## src/rtl/lmx_csr_pkg.sv

```systemverilog
package lmx_csr_pkg;

  // Byte offsets of the global registers
  localparam int unsigned OFF_IRQ_EN  = 'h04;
  localparam int unsigned OFF_IRQ_STS = 'h08;
  localparam int unsigned OFF_RUN     = 'h0C;
  localparam int unsigned OFF_SRST    = 'h14;
  localparam int unsigned OFF_ROI     = 'h20;
  localparam int unsigned OFF_BG      = 'h28;
  localparam int unsigned OFF_SRC_EN  = 'h2C;

  // Layer banks: base, stride and offsets inside a bank
  localparam int unsigned LAYER_BASE   = 'h30;
  localparam int unsigned LAYER_STRIDE_LOG2 = 5;
  localparam logic [4:0]  SUB_CTRL  = 5'h00;
  localparam logic [4:0]  SUB_SIZE  = 5'h08;
  localparam logic [4:0]  SUB_OFFS  = 5'h0C;
  localparam logic [4:0]  SUB_PITCH = 5'h14;

  // Status and enable bit position of the frame-done event
  localparam int unsigned FD_BIT = 1;

  typedef enum logic [3:0] {
    SEL_NONE,
    SEL_IRQ_EN,
    SEL_IRQ_STS,
    SEL_RUN,
    SEL_SRST,
    SEL_ROI,
    SEL_BG,
    SEL_SRC_EN,
    SEL_L_CTRL,
    SEL_L_SIZE,
    SEL_L_OFFS,
    SEL_L_PITCH
  } csr_sel_e;

endpackage

```

## src/rtl/lmx_csr_decode.sv

```systemverilog
module lmx_csr_decode
  import lmx_csr_pkg::*;
#(
  parameter int ADDR_W     = 12,
  parameter int NUM_LAYERS = 4,
  localparam int LIDX_W    = (NUM_LAYERS > 1) ? $clog2(NUM_LAYERS) : 1
) (
  input  logic [ADDR_W-1:0] addr,
  output csr_sel_e          sel,
  output logic [LIDX_W-1:0] lidx
);

  logic [ADDR_W-1:0] offs;
  logic [ADDR_W-1:0] bank;
  logic              in_layers;

  always_comb begin
    offs      = addr - ADDR_W'(LAYER_BASE);
    bank      = offs >> LAYER_STRIDE_LOG2;
    in_layers = (addr >= ADDR_W'(LAYER_BASE)) && (bank < ADDR_W'(NUM_LAYERS));
    lidx      = bank[LIDX_W-1:0];
    sel       = SEL_NONE;
    if (in_layers) begin
      unique case (offs[4:0])
        SUB_CTRL:  sel = SEL_L_CTRL;
        SUB_SIZE:  sel = SEL_L_SIZE;
        SUB_OFFS:  sel = SEL_L_OFFS;
        SUB_PITCH: sel = SEL_L_PITCH;
        default:   sel = SEL_NONE;
      endcase
    end else begin
      if (addr == ADDR_W'(OFF_IRQ_EN))  sel = SEL_IRQ_EN;
      if (addr == ADDR_W'(OFF_IRQ_STS)) sel = SEL_IRQ_STS;
      if (addr == ADDR_W'(OFF_RUN))     sel = SEL_RUN;
      if (addr == ADDR_W'(OFF_SRST))    sel = SEL_SRST;
      if (addr == ADDR_W'(OFF_ROI))     sel = SEL_ROI;
      if (addr == ADDR_W'(OFF_BG))      sel = SEL_BG;
      if (addr == ADDR_W'(OFF_SRC_EN))  sel = SEL_SRC_EN;
    end
  end

endmodule

```

## src/rtl/lmx_csr_global.sv

```systemverilog
module lmx_csr_global
  import lmx_csr_pkg::*;
#(
  parameter int NUM_LAYERS = 4
) (
  input  logic                  clk,
  input  logic                  rst_n,
  input  logic                  wr_en,
  input  csr_sel_e              sel,
  input  logic [31:0]           wdata,
  input  logic                  frame_done_i,
  output logic                  irq_en_q,
  output logic                  irq_sts_q,
  output logic                  run_q,
  output logic                  srst_q,
  output logic [31:0]           roi_q,
  output logic [31:0]           bg_q,
  output logic [NUM_LAYERS-1:0] src_en_q,
  output logic                  irq_o
);

  logic ld_ien, ld_run, ld_srst, ld_roi, ld_bg, ld_src, clr_sts;
  logic                  irq_en_d, irq_sts_d, run_d, srst_d;
  logic [31:0]           roi_d, bg_d;
  logic [NUM_LAYERS-1:0] src_en_d;

  always_comb begin
    ld_ien  = wr_en && (sel == SEL_IRQ_EN);
    ld_run  = wr_en && (sel == SEL_RUN);
    ld_srst = wr_en && (sel == SEL_SRST);
    ld_roi  = wr_en && (sel == SEL_ROI);
    ld_bg   = wr_en && (sel == SEL_BG);
    ld_src  = wr_en && (sel == SEL_SRC_EN);
    clr_sts = wr_en && (sel == SEL_IRQ_STS) && !wdata[FD_BIT];

    irq_en_d = ld_ien  ? wdata[FD_BIT] : irq_en_q;
    run_d    = ld_run  ? wdata[0]      : run_q;
    srst_d   = ld_srst ? wdata[0]      : srst_q;
    roi_d    = ld_roi  ? wdata         : roi_q;
    bg_d     = ld_bg   ? wdata         : bg_q;
    src_en_d = ld_src  ? wdata[NUM_LAYERS-1:0] : src_en_q;

    // an arriving event outranks a software clear
    irq_sts_d = irq_sts_q;
    if (clr_sts)      irq_sts_d = 1'b0;
    if (frame_done_i) irq_sts_d = 1'b1;
  end

  always_ff @(posedge clk or negedge rst_n) begin
    if (!rst_n) begin
      irq_en_q  <= 1'b0;
      irq_sts_q <= 1'b0;
      run_q     <= 1'b0;
      srst_q    <= 1'b0;
      roi_q     <= '0;
      bg_q      <= '0;
      src_en_q  <= '0;
    end else begin
      irq_en_q  <= irq_en_d;
      irq_sts_q <= irq_sts_d;
      run_q     <= run_d;
      srst_q    <= srst_d;
      roi_q     <= roi_d;
      bg_q      <= bg_d;
      src_en_q  <= src_en_d;
    end
  end

  assign irq_o = irq_sts_q & irq_en_q;

endmodule

```

## src/rtl/lmx_csr_layer.sv

```systemverilog
module lmx_csr_layer
  import lmx_csr_pkg::*;
(
  input  logic        clk,
  input  logic        rst_n,
  input  logic        wr_en,
  input  csr_sel_e    sel,
  input  logic [31:0] wdata,
  output logic [31:0] ctrl_q,
  output logic [31:0] size_q,
  output logic [31:0] offs_q,
  output logic [15:0] pitch_q
);

  logic [31:0] ctrl_d, size_d, offs_d;
  logic [15:0] pitch_d;

  always_comb begin
    ctrl_d  = (wr_en && sel == SEL_L_CTRL)  ? wdata        : ctrl_q;
    size_d  = (wr_en && sel == SEL_L_SIZE)  ? wdata        : size_q;
    offs_d  = (wr_en && sel == SEL_L_OFFS)  ? wdata        : offs_q;
    pitch_d = (wr_en && sel == SEL_L_PITCH) ? wdata[15:0]  : pitch_q;
  end

  always_ff @(posedge clk or negedge rst_n) begin
    if (!rst_n) begin
      ctrl_q  <= '0;
      size_q  <= '0;
      offs_q  <= '0;
      pitch_q <= '0;
    end else begin
      ctrl_q  <= ctrl_d;
      size_q  <= size_d;
      offs_q  <= offs_d;
      pitch_q <= pitch_d;
    end
  end

endmodule

```

## src/rtl/lmx_csr_rdmux.sv

```systemverilog
module lmx_csr_rdmux
  import lmx_csr_pkg::*;
#(
  parameter int NUM_LAYERS = 4,
  localparam int LIDX_W    = (NUM_LAYERS > 1) ? $clog2(NUM_LAYERS) : 1
) (
  input  csr_sel_e                 sel,
  input  logic [LIDX_W-1:0]        lidx,
  input  logic                     irq_en,
  input  logic                     irq_sts,
  input  logic                     run,
  input  logic                     srst,
  input  logic [31:0]              roi,
  input  logic [31:0]              bg,
  input  logic [NUM_LAYERS-1:0]    src_en,
  input  logic [32*NUM_LAYERS-1:0] l_ctrl,
  input  logic [32*NUM_LAYERS-1:0] l_size,
  input  logic [32*NUM_LAYERS-1:0] l_offs,
  input  logic [16*NUM_LAYERS-1:0] l_pitch,
  output logic [31:0]              rd_val
);

  always_comb begin
    rd_val = '0;
    unique case (sel)
      SEL_IRQ_EN:  rd_val[FD_BIT] = irq_en;
      SEL_IRQ_STS: rd_val[FD_BIT] = irq_sts;
      SEL_RUN:     rd_val[0]      = run;
      SEL_SRST:    rd_val[0]      = srst;
      SEL_ROI:     rd_val = roi;
      SEL_BG:      rd_val = bg;
      SEL_SRC_EN:  rd_val[NUM_LAYERS-1:0] = src_en;
      SEL_L_CTRL:  rd_val = l_ctrl[32*int'(lidx) +: 32];
      SEL_L_SIZE:  rd_val = l_size[32*int'(lidx) +: 32];
      SEL_L_OFFS:  rd_val = l_offs[32*int'(lidx) +: 32];
      SEL_L_PITCH: rd_val[15:0] = l_pitch[16*int'(lidx) +: 16];
      default:     rd_val = '0;
    endcase
  end

endmodule

```

## src/rtl/lmx_csr.sv

```systemverilog
module lmx_csr
  import lmx_csr_pkg::*;
#(
  parameter int ADDR_W     = 12,
  parameter int NUM_LAYERS = 4
) (
  input  logic                     clk,
  input  logic                     rst_n,
  input  logic [ADDR_W-1:0]        bus_addr,
  input  logic                     bus_wen,
  input  logic [31:0]              bus_wdata,
  input  logic                     bus_ren,
  output logic [31:0]              bus_rdata,
  input  logic                     frame_done_i,
  output logic                     irq_o,
  output logic                     engine_en_o,
  output logic                     soft_rst_o,
  output logic [31:0]              roi_size_o,
  output logic [31:0]              bg_color_o,
  output logic [NUM_LAYERS-1:0]    src_en_o,
  output logic [32*NUM_LAYERS-1:0] layer_ctrl_o,
  output logic [32*NUM_LAYERS-1:0] layer_size_o,
  output logic [32*NUM_LAYERS-1:0] layer_offs_o,
  output logic [16*NUM_LAYERS-1:0] layer_pitch_o
);

  localparam int LIDX_W = (NUM_LAYERS > 1) ? $clog2(NUM_LAYERS) : 1;

  // reset: asserted at once, released two edges later
  logic rst_meta_q, rst_sync_n;
  always_ff @(posedge clk or negedge rst_n) begin
    if (!rst_n) begin
      rst_meta_q <= 1'b0;
      rst_sync_n <= 1'b0;
    end else begin
      rst_meta_q <= 1'b1;
      rst_sync_n <= rst_meta_q;
    end
  end

  csr_sel_e          sel;
  logic [LIDX_W-1:0] lidx;
  logic              csr_hit;
  logic              irq_en_q, irq_sts_q;
  logic [31:0]       rd_val, rdata_d, rdata_q;

  lmx_csr_decode #(.ADDR_W(ADDR_W), .NUM_LAYERS(NUM_LAYERS)) u_decode (
    .addr (bus_addr),
    .sel  (sel),
    .lidx (lidx)
  );

  assign csr_hit = (sel != SEL_NONE);

  lmx_csr_global #(.NUM_LAYERS(NUM_LAYERS)) u_global (
    .clk          (clk),
    .rst_n        (rst_sync_n),
    .wr_en        (bus_wen),
    .sel          (sel),
    .wdata        (bus_wdata),
    .frame_done_i (frame_done_i),
    .irq_en_q     (irq_en_q),
    .irq_sts_q    (irq_sts_q),
    .run_q        (engine_en_o),
    .srst_q       (soft_rst_o),
    .roi_q        (roi_size_o),
    .bg_q         (bg_color_o),
    .src_en_q     (src_en_o),
    .irq_o        (irq_o)
  );

  for (genvar g = 0; g < NUM_LAYERS; g++) begin : g_layer
    logic bank_wr;
    assign bank_wr = bus_wen && (lidx == LIDX_W'(g));
    lmx_csr_layer u_bank (
      .clk     (clk),
      .rst_n   (rst_sync_n),
      .wr_en   (bank_wr),
      .sel     (sel),
      .wdata   (bus_wdata),
      .ctrl_q  (layer_ctrl_o[32*g +: 32]),
      .size_q  (layer_size_o[32*g +: 32]),
      .offs_q  (layer_offs_o[32*g +: 32]),
      .pitch_q (layer_pitch_o[16*g +: 16])
    );
  end

  lmx_csr_rdmux #(.NUM_LAYERS(NUM_LAYERS)) u_rdmux (
    .sel     (sel),
    .lidx    (lidx),
    .irq_en  (irq_en_q),
    .irq_sts (irq_sts_q),
    .run     (engine_en_o),
    .srst    (soft_rst_o),
    .roi     (roi_size_o),
    .bg      (bg_color_o),
    .src_en  (src_en_o),
    .l_ctrl  (layer_ctrl_o),
    .l_size  (layer_size_o),
    .l_offs  (layer_offs_o),
    .l_pitch (layer_pitch_o),
    .rd_val  (rd_val)
  );

  always_comb rdata_d = bus_ren ? rd_val : rdata_q;

  always_ff @(posedge clk or negedge rst_sync_n) begin
    if (!rst_sync_n) rdata_q <= '0;
    else             rdata_q <= rdata_d;
  end

  assign bus_rdata = rdata_q;

endmodule

```

## config.mk

```make
export PLATFORM = sky130hd
export DESIGN_NAME = lmx_csr
export DESIGN_NICKNAME = d
export VERILOG_FILES = /design/src/rtl/lmx_csr_pkg.sv /design/src/rtl/lmx_csr_decode.sv /design/src/rtl/lmx_csr_global.sv /design/src/rtl/lmx_csr_layer.sv /design/src/rtl/lmx_csr_rdmux.sv /design/src/rtl/lmx_csr.sv
export SDC_FILE = /design/constraint.sdc
export NUM_CORES = 1
export LEC_CHECK = 0
export BUFFER_PORTS_ARGS = -buffer_cell sky130_fd_sc_hd__buf_4
export CAP_MARGIN = 20
export CORE_MARGIN = 10
export CORE_UTILIZATION = 54
export DETAILED_ROUTE_END_ITERATION = 10
export PLACE_DENSITY = 0.78
export SYNTH_ARGS = -nofsm -noshare
export SYNTH_HDL_FRONTEND = slang
export SYNTH_HIERARCHICAL = 1
export SYNTH_SLANG_ARGS = --single-unit
```

## constraint.sdc

```tcl
create_clock -name clk -period 19.5 [get_ports clk]
set_input_delay 0.975 -clock clk [delete_from_list [all_inputs] [get_ports clk]]
set_output_delay 0.975 -clock clk [all_outputs]
set_load 0.01 [all_outputs]
```

==> metrics.md <==
| Metric | Value |
|---|---|
| Status | finished clean |
| Reg-to-reg slack, setup | 16.17 ns |
| Clock H-tree levels | 2 |
| Area growth syn-to-layout | 27.26% |
| Core Area | 46650 um^2 |
| Max-cap violations | 0 |
| WP data required | 20.04 ns |
| Yosys cell types | 59 |
| Met3 usage | 0.1015 |
| Largest net degree at the start of global routing | 86 |
| Per-cell routed wire length | 33.33 um |
| Synth area leader | dfrtp_1 |
| Highest clock rate | 231.0 MHz |
| Synthesized area | 25540 um^2 |
| Worst-margin pin slew | 1.185 ns |
| Routability cong. | 0.8898 |
| CTS clock-pin slew for the worst setup and hold paths | 0.06 ns |
| Hold Worst Slack | 0.1370 ns |
| Setup crit start kind | primary input |
| Clk_skew | 0.01442 ns |
| Final nets | 2180 |
| Crit-path max cell delay | 0.82 ns |
| Top-count cell post-synth | dfrtp_1 |
| Detailed-placement wirelength estimate | 64.98 mm |
| Clock Root Buffer | clkbuf_16 |
| Worst ir drop on vdd | 0.00007799 V |
| Routed WL | 92.70 mm |
| Chip Width | 237.5 um |
| Ys flop type | dfrtp_1 |
| TritonCTS buffer count | 57 |
| #FFs+latches synth | 554 |
| Hold_buf cts | 0 |
| Initial antenna violation count | 1 |
| Routed Antenna Nets | 0 |
| Syn_nets | 1589 |
| Post-synth top cells | dfrtp_1, mux2_2, mux2_4, mux4_2, buf_2 |
| CTS tree | built |
| Slew Limit Fails | 0 |
| Post-CTS Resized | 0 |
| Vias in the first global route | 18364 |
| Async SR Flop Fraction | 1.000 |
| I/O Buffers | 599 |
| Worst slack, placed | 14.63 ns |
| Seq/Total Area, Yosys | 0.5428 |
| Die area | 56400 um^2 |
| Mapped Cells | 1536 |
| GRT met1 Usage | 0.3914 |
| PD cells | 74.74 nW/um^2 |
| I/O pin cnt | 600 |
| Drc violations | 0 |
| Filler cells | 3177 |
| Mean Syn Cell Area | 16.63 um^2 |
| Num rows | 79 |
| Worst-skew pair later-pin latency | 0.61 ns |
| CP max-delay cell | mux2_2 |
| Critical path, cell by cell | buf_4 -> ha_1 -> a31oi_1 -> o31ai_1 -> mux2_2 -> nor4bb_4 -> buf_4 -> a22oi_1 -> nand2_1 -> mux2_2 |
| Final hold vios | 0 |
| M2 GR Usage | 0.5180 |
| Vias after detailed routing | 17627 |
| Crit-path max FO | 29 |
| Starting DRT DRC Count | 1634 |
| WP data arrival | 4.87 ns |
| Die height | 237.5 um |
| Most Crowded Layer GR | met2 |
| Slew margin rel. | 0.2103 |
| First-pass GRT wire length | 133.3 mm |
| Clock net sink count | 554 |
| Setup-failing EPs final | 0 |
| Setup ws final | 15.17 ns |
| Avg Vias per Cell | 6.338 |
| Diode count | 0 |
| RSZ-0062 raised after global routing | no |
| Leakage | 0.01709 uW |
| Final Util | 0.6967 |
| Overflow after GRT | 0 |
| Worst-case clock buffer depth | 3 |
| Setup crit end kind | flip-flop |
| Setup TNS | 0 ns |
| DRT Pass-1 Iters | 6 |
| Crit path time final | 4.329 ns |
| Synth top area cells | dfrtp_1, mux2_2, mux2_4 |
| Synth top area share | 0.5428 |
| EDFF count, synth | 0 |
| Tot GR Track Use | 0.3209 |
| Synth Warn # | 6 |
| Layout cells sized above 1 | 0.6458 |
| Fin crit share | 0.2220 |
| Starting Density | 0.5474 |
| Crit path kind | in -> reg |
| HP Class | in -> async |
| # Post-CTS Setup Buffers | 0 |
==> cell families after synthesis <==
group	count (synthesis)	synth area share
multiplexers	670	0.3701
flip-flops	554	0.5428
AND/OR/NAND/NOR	112	0.02724
buffers and inverters	112	0.03072
AO/OA/AOI/OAI	79	0.02567
adder cells (fa/ha/maj)	4	0.001960
XOR/XNOR	4	0.001372
other	1	0.0001468
==> per-layer routing <==
layer | vias up | part of all wire
li1 | 7046 | -
met1 | 9390 | 0.37
met2 | 1002 | 0.48
met3 | 187 | 0.10
met4 | 2 | 0.044
met5 | - | 0.00018
==> path summary, 6_finish.rpt <==
kind,start,end,cells after the start
hold / removal,rst_n,rst_sync_n$_DFF_PN0_,1
max in group asynchronous,rst_sync_n$_DFF_PN0_,g_layer[1].u_bank/size_q[18]$_DFFE_PN0P_,4
min in group clk,rst_meta_q$_DFF_PN0_,rst_sync_n$_DFF_PN0_,0
setup reg to reg,rst_sync_n$_DFF_PN0_,g_layer[1].u_bank/size_q[18]$_DFFE_PN0P_,4
setup / recovery,bus_addr[4],bus_rdata[31]$_DFFE_PN0P_,10
hold reg to reg,rst_sync_n$_DFF_PN0_,g_layer[2].u_bank/size_q[7]$_DFFE_PN0P_,0
==> sequential cells by signal, summed over array words and instances (netlist names), 4 cells and up <==
signal                  cells
u_global/roi_q             32
g_layer.u_bank/ctrl_q     128
g_layer.u_bank/offs_q     128
g_layer.u_bank/size_q     128
bus_rdata                  32
u_global/src_en_q           4
u_global/bg_q              32
g_layer.u_bank/pitch_q     64
==> where the power goes <==
| group | internal (uW) | switching [uW] | total [uW] |
|---|---|---|---|
| combinational | 45.1 | 84.2 | 129 |
| sequential | 1150 | 6.66 | 1160 |
| clock | 676 | 462 | 1140 |
==> cells in the final DEF, fill, tap and decap left out, types with 4 or more instances in the layout <==
master / instances
clkinv_2: 6
nor3b_1: 4
a22oi_1: 36
buf_4: 634
bufinv_16: 6
nand3b_1: 5
nor2_1: 5
mux2_2: 384
nand3_1: 15
inv_2: 4
clkbuf_1: 18
clkbuf_8: 11
a222oi_1: 28
nor3_4: 4
mux4_2: 103
nor2_4: 5
nand2_1: 33
clkbuf_16: 59
mux2_4: 160
nand4b_1: 4
or2_1: 4
dfrtp_1: 553
or3_2: 4
mux2_1: 11
mux4_1: 10
clkinvlp_4: 4
==> cell type report <==
cell class | count | area (um^2) | share of cell area
repair buffers | 638 | 4862 | 0.1496
well taps | 607 | 759.5 | 0.02337
clock buffers | 88 | 1695 | 0.05216
inverters | 6 | 22.52 | 0.0006929
multi-input cells | 870 | 11040 | 0.3396
flip-flops and latches | 554 | 13870 | 0.4266
clock inverters | 18 | 257.7 | 0.007930
==> critical path, delay by kind of cell <==
family	cells	cell delay (ns)
AOI/OAI and AO/OA	3	1.08
and+or+nand+nor	2	0.85
buffers and inverters	2	0.74
muxes	2	0.96
adders and majority gates	1	0.24
==> stage by stage <==
step	power, uW	std cells	instance area [um^2]
2_1_floorplan	1257	1536	25540
6_report	2429	2781	32500
3_3_place_gp	1309	2671	30450
3_5_place_dp	1311	2672	30470
5_1_grt	2495	2781	32500
4_1_cts	2443	2778	32430
No activity file was read; power rests on OpenSTA's default activity.
